**src/rtl/hps_pkg.sv**
```systemverilog
package hps_pkg;
  typedef enum logic [2:0] {
    OP_PACK_BT = 3'd0,
    OP_PACK_TB = 3'd1,
    OP_BSEL    = 3'd2
  } hps_op_e;
endpackage

```
**src/rtl/hps_pack.sv**
```systemverilog
module hps_pack #(
  parameter int DATA_W = 32,
  parameter int SH_W   = 6
) (
  input  logic [DATA_W-1:0] op_a,
  input  logic [DATA_W-1:0] op_b,
  input  logic [SH_W-1:0]   shamt,
  output logic [DATA_W-1:0] bt_res,
  output logic [DATA_W-1:0] tb_res,
  output logic              bt_ok,
  output logic              tb_ok
);
  localparam int HALF = DATA_W / 2;
  localparam logic [SH_W-1:0] BT_MAX = SH_W'(DATA_W - 1);
  localparam logic [SH_W-1:0] TB_MAX = SH_W'(DATA_W);

  logic [DATA_W-1:0] lsl_b;
  logic [DATA_W-1:0] asr_b;

  always_comb begin
    lsl_b  = op_b << shamt;
    asr_b  = DATA_W'($signed(op_b) >>> shamt);
    bt_res = {lsl_b[DATA_W-1:HALF], op_a[HALF-1:0]};
    tb_res = {op_a[DATA_W-1:HALF], asr_b[HALF-1:0]};
    bt_ok  = (shamt <= BT_MAX);
    tb_ok  = (shamt != '0) && (shamt <= TB_MAX);
  end
endmodule

```
**src/rtl/hps_bytesel.sv**
```systemverilog
module hps_bytesel #(
  parameter int DATA_W = 32
) (
  input  logic [DATA_W-1:0]   op_a,
  input  logic [DATA_W-1:0]   op_b,
  input  logic [DATA_W/8-1:0] ge_flags,
  output logic [DATA_W-1:0]   sel_res
);
  localparam int LANES = DATA_W / 8;

  for (genvar k = 0; k < LANES; k++) begin : g_lane
    assign sel_res[8*k +: 8] = ge_flags[k] ? op_a[8*k +: 8] : op_b[8*k +: 8];
  end
endmodule

```
**src/rtl/hps_unit.sv**
```systemverilog
module hps_unit
  import hps_pkg::*;
#(
  parameter int DATA_W = 32,
  parameter int SH_W   = 6,
  localparam int LANES = DATA_W / 8,
  localparam int HALF  = DATA_W / 2
) (
  input  logic              clk,
  input  logic              rst,
  input  logic              in_valid,
  input  logic [2:0]        op,
  input  logic [DATA_W-1:0] op_a,
  input  logic [DATA_W-1:0] op_b,
  input  logic [SH_W-1:0]   shamt,
  input  logic [LANES-1:0]  ge_flags,
  output logic [DATA_W-1:0] res,
  output logic              res_valid,
  output logic              res_err
);
  logic [DATA_W-1:0] bt_res, tb_res, sel_res, nxt_res;
  logic              bt_ok, tb_ok, nxt_err;

  hps_pack #(.DATA_W(DATA_W), .SH_W(SH_W)) u_pack (
    .op_a(op_a), .op_b(op_b), .shamt(shamt),
    .bt_res(bt_res), .tb_res(tb_res), .bt_ok(bt_ok), .tb_ok(tb_ok)
  );

  hps_bytesel #(.DATA_W(DATA_W)) u_sel (
    .op_a(op_a), .op_b(op_b), .ge_flags(ge_flags), .sel_res(sel_res)
  );

  always_comb begin
    nxt_res = '0;
    nxt_err = 1'b1;
    case (op)
      OP_PACK_BT: begin nxt_err = !bt_ok; nxt_res = bt_ok ? bt_res : '0; end
      OP_PACK_TB: begin nxt_err = !tb_ok; nxt_res = tb_ok ? tb_res : '0; end
      OP_BSEL:    begin nxt_err = 1'b0;   nxt_res = sel_res;             end
      default:    begin nxt_err = 1'b1;   nxt_res = '0;                  end
    endcase
  end

  always_ff @(posedge clk) begin
    if (rst) begin
      res       <= '0;
      res_valid <= 1'b0;
      res_err   <= 1'b0;
    end else begin
      res_valid <= in_valid;
      if (in_valid) begin
        res     <= nxt_res;
        res_err <= nxt_err;
      end
    end
  end

  // strobe follows the input one cycle later, result held when idle
  p_valid_follow_r2: assert property (@(posedge clk) disable iff (rst)
    in_valid |=> res_valid);
  p_idle_hold_r2: assert property (@(posedge clk) disable iff (rst)
    !in_valid |=> (!res_valid && $stable(res)));
  // low half of a left pack comes straight from A
  p_bt_low_r3: assert property (@(posedge clk) disable iff (rst)
    (in_valid && op == OP_PACK_BT && shamt < SH_W'(DATA_W))
      |=> res[HALF-1:0] == $past(op_a[HALF-1:0]));
  // high half of a right pack comes straight from A
  p_tb_high_r5: assert property (@(posedge clk) disable iff (rst)
    (in_valid && op == OP_PACK_TB && shamt != '0 && shamt <= SH_W'(DATA_W))
      |=> res[DATA_W-1:HALF] == $past(op_a[DATA_W-1:HALF]));
  // lowest byte of a select follows flag bit 0
  p_sel_lane0_r7: assert property (@(posedge clk) disable iff (rst)
    (in_valid && op == OP_BSEL)
      |=> res[7:0] == ($past(ge_flags[0]) ? $past(op_a[7:0]) : $past(op_b[7:0])));
  // zero shift on a right pack is an error
  p_tb_zero_err_r8: assert property (@(posedge clk) disable iff (rst)
    (in_valid && op == OP_PACK_TB && shamt == '0) |=> (res_err && res == '0));
  // any flagged error carries a zero result
  p_err_zero_r10: assert property (@(posedge clk) disable iff (rst)
    (res_valid && res_err) |-> res == '0);
endmodule

```
**config.mk**
```make
export PLATFORM = sky130hd
export DESIGN_NAME = hps_unit
export DESIGN_NICKNAME = d
export VERILOG_FILES = /design/src/rtl/hps_pkg.sv /design/src/rtl/hps_pack.sv /design/src/rtl/hps_bytesel.sv /design/src/rtl/hps_unit.sv
export SDC_FILE = /design/constraint.sdc
export NUM_CORES = 1
export LEC_CHECK = 0
export BUFFER_PORTS_ARGS = -buffer_cell sky130_fd_sc_hd__buf_4
export CORE_ASPECT_RATIO = 1.25
export CORE_MARGIN = 2
export CORE_UTILIZATION = 33
export DETAILED_ROUTE_END_ITERATION = 7
export PLACE_DENSITY = 0.55
export REMOVE_ABC_BUFFERS = 1
export SLEW_MARGIN = 10
export SYNTH_ARGS = -nofsm -noshare
export SYNTH_HDL_FRONTEND = slang
export SYNTH_SLANG_ARGS = --single-unit
```
**constraint.sdc**
```tcl
create_clock -name clk -period 2 [get_ports clk]
set_input_delay 0.1 -clock clk [delete_from_list [all_inputs] [get_ports clk]]
set_output_delay 0.1 -clock clk [all_outputs]
set_load 0.005 [all_outputs]
```
==> reports/qor.txt, run 1 <==
status - completed
depth of the CTS H-tree - 2
Worst-Margin Slew - 634 ps
Rel. slew slack - 0.573
largest area contributor in the netlist - mux4_2
max_cap viols - 0
PwrDens - 427 nW/um^2
drt wl/cell - 26.8 um
WL final - 27.0 mm
Ys Warns - 0
RSZ-0062 raised after global routing - no
Core ar. - 16800 um^2
GRT Total Usage - 0.294
worst-case clock buffer depth - 2
synthesized area per cell - 8.95 um^2
top-count cell post-synth - mux4_2
initial antenna violation count - 0
EDFF count, synth - 0
mapped cell area - 5650 um^2
R2R depth - 3
Max Clock Skew - 0 ps
Worst R2R Start - res[14]
Setup Crit Path Kind - input port to flip-flop
1st-iter DRT viols - 633
Hold Path Sink - res[19]
Layout Nets - 868
PnR worst setup slack - 123 ps
DIE WIDTH - 121 um
# setup viols final - 0
Ports - 114
Root Buffer - clkbuf_16
Finished Layout Cells - 1009
Yosys cell types - 68
crit-path max FO - 16
Post-DP Area - 7320 um^2
Final Hold Fails - 0
# diodes - 0
DP Cell Count - 1001
routability cong. - 0.981
worst hold path class - input port to flip-flop
Post-CTS Setup Bufs - 0
P_leak - 3.04 nW
Hold Crit Start - op_a[19]
Top FF cell, synth - dfxtp_1
via count of the first global-routing pass - 6511
FMAX - 0.533 GHz
CTS tree - built
FF+latch count, synth - 34
Vert. Die Dim - 150 um
top cell type's share of synthesized area - 0.291
vias post-DR - 6594
Design Area, Final - 7510 um^2
sequential area share after synthesis - 0.121
element type at the critical path start - input port
Setup crit end kind - flip-flop
Cell Rows - 53
share of post-route cells with drive strength above 1 - 0.426
fin crit period - 1880 ps
ys async rst share - 0
pin count of the biggest net entering global routing - 31
final period utilization - 0.939
global-route wire length before repair - 40.4 mm
largest cells by area after synthesis - mux4_2 (29%), dfxtp_1 (12%), mux2i_1 (11%)
GRT overflow - 0
hold slack final - 94.6 ps
Antenna Violating Nets Remaining - 0
final max-slew violation count - 0
Detailed Place HPWL - 20.8 mm
CTS Sinks - 34
Starting Density - 0.336
I/O Buffers - 113
# DRC - 0
cell count after synthesis - 631
worst slack at placement - -437 ps
RR Endpoint - res[14]
Area Growth Syn to Fin - 33.0%
Clock Latency Late Sink - 290 ps
CTS clk-pin slew, worst paths - 60 ps
drt pass-1 iters - 5
WP data required - 2200 ps
die area - 18200 um^2
r2r setup slk - 730 ps
Post-synth top cells - mux4_2 (73), nand2_1 (63), mux2i_1 (62)
Peak VDD IR - 0.000289 V
Overall Power - 3.21 mW
Worst Path Arrival - 2080 ps
CTS buffer count - 5
Hold Path Stages - 3
vias per cell - 6.54
-- registers in the layout, indices dropped and copies added (netlist names) --
register   cells
res           32
res_err        1
res_valid      1
-- critical path: stages --
cell and delay [ps]:
buf_6 160, or4_1 620, or4_4 460, nand2_1 220
buf_12 170, a21oi_1 70, a311oi_1 270
-- stage by stage --
step / utilization / setup TNS [ps]
after floorplan: - / 0
final: 0.447 / 0
after detailed placement: 0.436 / -4420
after CTS: 0.446 / 0
after global placement: 0.436 / -3170
after global routing: 0.447 / 0
-- cell usage in the layout (no fill, tap or decap), drive strengths merged, types with 5 or more instances in the layout --
| cell type | count |
|---|---|
| o211ai | 9 |
| mux4 | 73 |
| a211oi | 11 |
| a31oi | 6 |
| buf | 229 |
| a222oi | 11 |
| a21oi | 17 |
| nand3 | 28 |
| a221oi | 13 |
| mux2 | 13 |
| dfxtp | 34 |
| a22oi | 5 |
| and3 | 5 |
| o22ai | 9 |
| nor2 | 49 |
| o21a | 5 |
| clkbuf | 7 |
| and2 | 7 |
| o31ai | 6 |
| nand2 | 63 |
| o21ai | 30 |
| inv | 9 |
| mux2i | 62 |
| nor2b | 6 |
| nor3 | 12 |
| a2bb2oi | 5 |
| a311oi | 6 |
| nor4 | 5 |
-- layer usage --
| metal | wire length [um] | share of wire | global-route usage | vias to the layer above |
|---|---|---|---|---|
| met3 | 2300 | 0.085 | 0.0447 | 67 |
| li1 | - | - | - | 2850 |
| met1 | 10800 | 0.40 | 0.386 | 3287 |
| met2 | 13100 | 0.48 | 0.491 | 390 |
| met4 | 845 | 0.031 | 0.100 | 0 |
| met5 | 0 | 0 | 0 | - |
-- worst max path at each step --
stage / startpoint / endpoint / slack (ps) / cells after the start
CTS: shamt[0] / res[0] / 0.5 / 8
global route: shamt[0] / res[0] / 50 / 8
detailed placement: shamt[0] / res[7] / -440 / 6
finish: shamt[0] / res[22] / 120 / 7
floorplan: shamt[1] / res[0] / 120 / 5
global placement: shamt[0] / res[7] / -310 / 6
-- cells by family after synthesis --
logic type / share of synthesized area
flops: 0.121
buf+inv: 0.0736
simple gates: 0.158
compound gates: 0.220
mux: 0.427
xor+xnor: 0.00155
-- repair_timing --
action	4_1_cts	5_1_grt
pin swaps	0	1
gates resized for setup	3	4
endpoints found under the setup margin	2	6
hold buffers	0	0
-- power by group --
| part | internal, mW | total, mW | switching (mW) |
|---|---|---|---|
| logic | 0.789 | 1.65 | 0.856 |
| clock network | 0.496 | 0.840 | 0.344 |
| registers | 0.704 | 0.721 | 0.0175 |
| total | 1.99 | 3.21 | 1.22 |
-- cell type report --
type / count / area, um^2
Inverter: 9 / 33.8
Multi-Input combinational cell: 509 / 4580
Fill cell: 1693 / 9270
Sequential cell: 34 / 681
Timing Repair Buffer: 229 / 1790
Clock buffer: 7 / 143
Clock inverter: 1 / 5.00
Tap cell: 220 / 275
Note: power is estimated with default switching activity, not from simulation.
==> run 2: changes to the inputs <==
Settings changed: CORE_UTILIZATION 33 to 52, PLACE_DENSITY 0.55 to 0.8.
==> reports/qor.txt, run 2 (synthesis gave the netlist of run 1 again) <==
Area Growth Syn to Fin - 28.7% (was 33.0%)
worst hold path class - input port to flip-flop (unchanged)
buffer and inverter count on the worst path - 1 (was 2)
Antenna Violating Nets Remaining - 0 (unchanged)
Starting Density - 0.534 (was 0.336)
Setup Crit Path Kind - input port to flip-flop (unchanged)
I/O Buffers - 113 (unchanged)
share of post-route cells with drive strength above 1 - 0.414 (was 0.426)
# DRC - 0 (unchanged)
Net Sw Frac - 0.372 (was 0.380)
TNS Setup - 0 ps (unchanged)
CP top delay family - simple AND/OR/NAND/NOR gates (unchanged)
Rel. slew slack - 0.500 (was 0.573)
final period utilization - 0.960 (was 0.939)
Clock Latency Late Sink - 280 ps (was 290 ps)
vias post-DR - 6668 (was 6594)
fin crit period - 1920 ps (was 1880 ps)
combinational power share - 0.510 (was 0.513)
vias per cell - 7.37 (was 6.54)
drt wl/cell - 26.9 um (was 26.8 um)
most frequent cells in the layout - buf_4 (207), mux4_2 (73), nand2_1 (63) (was buf_4 (222), mux4_2 (73), nand2_1 (63))
initial antenna violation count - 0 (unchanged)
Ports - 114 (unchanged)
Root Buffer - clkbuf_16 (unchanged)
Vert. Die Dim - 120 um (was 150 um)
Max Clock Skew - 0 ps (unchanged)
Post-DP Area - 7100 um^2 (was 7320 um^2)
commonest non-fill, non-tap cell in the layout - buf_4 (unchanged)
final max-slew violation count - 0 (unchanged)
Detailed Place HPWL - 18.5 mm (was 20.8 mm)
CTS clk-pin slew, worst paths - 60 ps (about the same)
element type at the critical path start - input port (unchanged)
P_sw - 1.16 mW (was 1.22 mW)
max reg flops - 32 (unchanged)
Core ar. - 10600 um^2 (was 16800 um^2)
die area - 11700 um^2 (was 18200 um^2)
clock network power share - 0.259 (was 0.262)
CTS Sinks - 34 (unchanged)
RSZ-0062 raised after global routing - no (unchanged)
max_cap viols - 0 (unchanged)
drt pass-1 iters - 6 (was 5)
WL final - 24.4 mm (was 27.0 mm)
Worst Path Arrival - 2130 ps (was 2080 ps)
CP Cell Sequence - buf_4 -> or4_1 -> or3_1 -> a2111oi_2 -> o211ai_1 -> a21oi_1 (was buf_6 -> or4_1 -> or4_4 -> nand2_1 -> buf_12 -> a21oi_1 -> a311oi_1)
cell at the slowest stage of the critical path - or4_1 (unchanged)
Peak VDD IR - 0.000336 V (was 0.000289 V)
r2r setup slk - 730 ps (about the same)
Setup crit end kind - flip-flop (unchanged)
Fill cells - 874 (was 1693)
CP peak stage delay - 600 ps (was 620 ps)
FMAX - 0.521 GHz (was 0.533 GHz)
# diodes - 0 (unchanged)
hold slack final - 93.0 ps (was 94.6 ps)
Cell Rows - 42 (was 53)
Layout Nets - 852 (was 868)
GRT Total Usage - 0.405 (was 0.294)
Internal Power - 1.96 mW (was 1.99 mW)
global-route wire length before repair - 36.6 mm (was 40.4 mm)
PwrDens - 430 nW/um^2 (was 427 nW/um^2)
via count of the first global-routing pass - 6381 (was 6511)
depth of the CTS H-tree - 2 (unchanged)
WP data required - 2210 ps (was 2200 ps)
Hold-fix buffers, CTS - 0 (unchanged)
Post-CTS Setup Bufs - 0 (unchanged)
worst-case clock buffer depth - 2 (unchanged)
crit-path max FO - 16 (unchanged)
CTS tree - built (unchanged)
pin count of the biggest net entering global routing - 37 (was 31)
routability cong. - 1.02 (was 0.981)
Top Registers - res x32, res_err x1, res_valid x1 (unchanged)
Overall Power - 3.12 mW (was 3.21 mW)
GRT overflow - 0 (unchanged)
status - completed (unchanged)
Worst-Margin Slew - 743 ps (was 634 ps)
Design Area, Final - 7270 um^2 (was 7510 um^2)
DIE WIDTH - 97.2 um (was 121 um)
sequential share of power - 0.231 (was 0.225)
P_leak - 2.97 nW (was 3.04 nW)
Final Util - 0.688 (was 0.447)
# setup viols final - 0 (unchanged)
1st-iter DRT viols - 922 (was 633)
Biggest register - res (unchanged)
Final Hold Fails - 0 (unchanged)
CTS buffer count - 5 (unchanged)
-- run 2: cell count changes in the layout (fill, tap and decap cells not counted), sizes merged --
cell / previous run / this run
buf: 229 / 213
-- run 2: layout make-up --
type | count | area, um^2 | area share
Tap cell | 132 | 165 | 0.0227
Inverter | 9 | 33.8 | 0.00465
Timing Repair Buffer | 213 | 1670 | 0.230
Sequential cell | 34 | 681 | 0.0937
Clock inverter | 1 | 5.00 | 0.000689
Multi-Input combinational cell | 509 | 4570 | 0.628
Clock buffer | 7 | 143 | 0.0196
-- run 2: power by group through the flow --
stage / Clock [mW] / Combinational, mW / Sequential [mW]
after floorplan: 0 / 0.711 / 0.734
after global placement: 0 / 1.51 / 0.733
after detailed placement: 0 / 1.53 / 0.734
after CTS: 0.806 / 1.54 / 0.719
after global routing: 0.836 / 1.66 / 0.722
final: 0.810 / 1.59 / 0.720
-- run 2: path summary, 6_finish.rpt --
path                  from  endpoint  cells past startpoint
setup / recovery  shamt[0]    res[7]                      6
hold / removal    op_a[19]   res[19]                      3
setup reg to reg   res[13]   res[13]                      4
hold reg to reg    res[19]   res[19]                      2
-- run 2: stage by stage --
| stage | setup WS [ps] | instances |
|---|---|---|
| floorplan | 122 | 552 |
| finish | 79.7 | 905 |
| CTS | 54.3 | 905 |
| global placement | -429 | 897 |
| global route | 10.6 | 905 |
| detailed placement | -341 | 897 |
-- run 2: per-layer routing --
metal / vias up / share of wire / track usage
li1: 2817 / - / -
met1: 3223 / 0.36 / 0.539
met2: 536 / 0.46 / 0.641
met3: 92 / 0.13 / 0.0867
met4: 0 / 0.045 / 0.173
met5: - / 0 / 0
-- run 2: worst register-to-register path, cell delays in order, from the launching register on --
cell	delay (ps)
dfxtp_1	340
a222oi_1	390
buf_4	180
o211ai_1	70
and3_1	180
-- run 2: repair_timing --
| action | in CTS | in global routing |
|---|---|---|
| resized for setup | 1 | 3 |
| setup endpoints to repair | 1 | 5 |
| cloned | 0 | 0 |
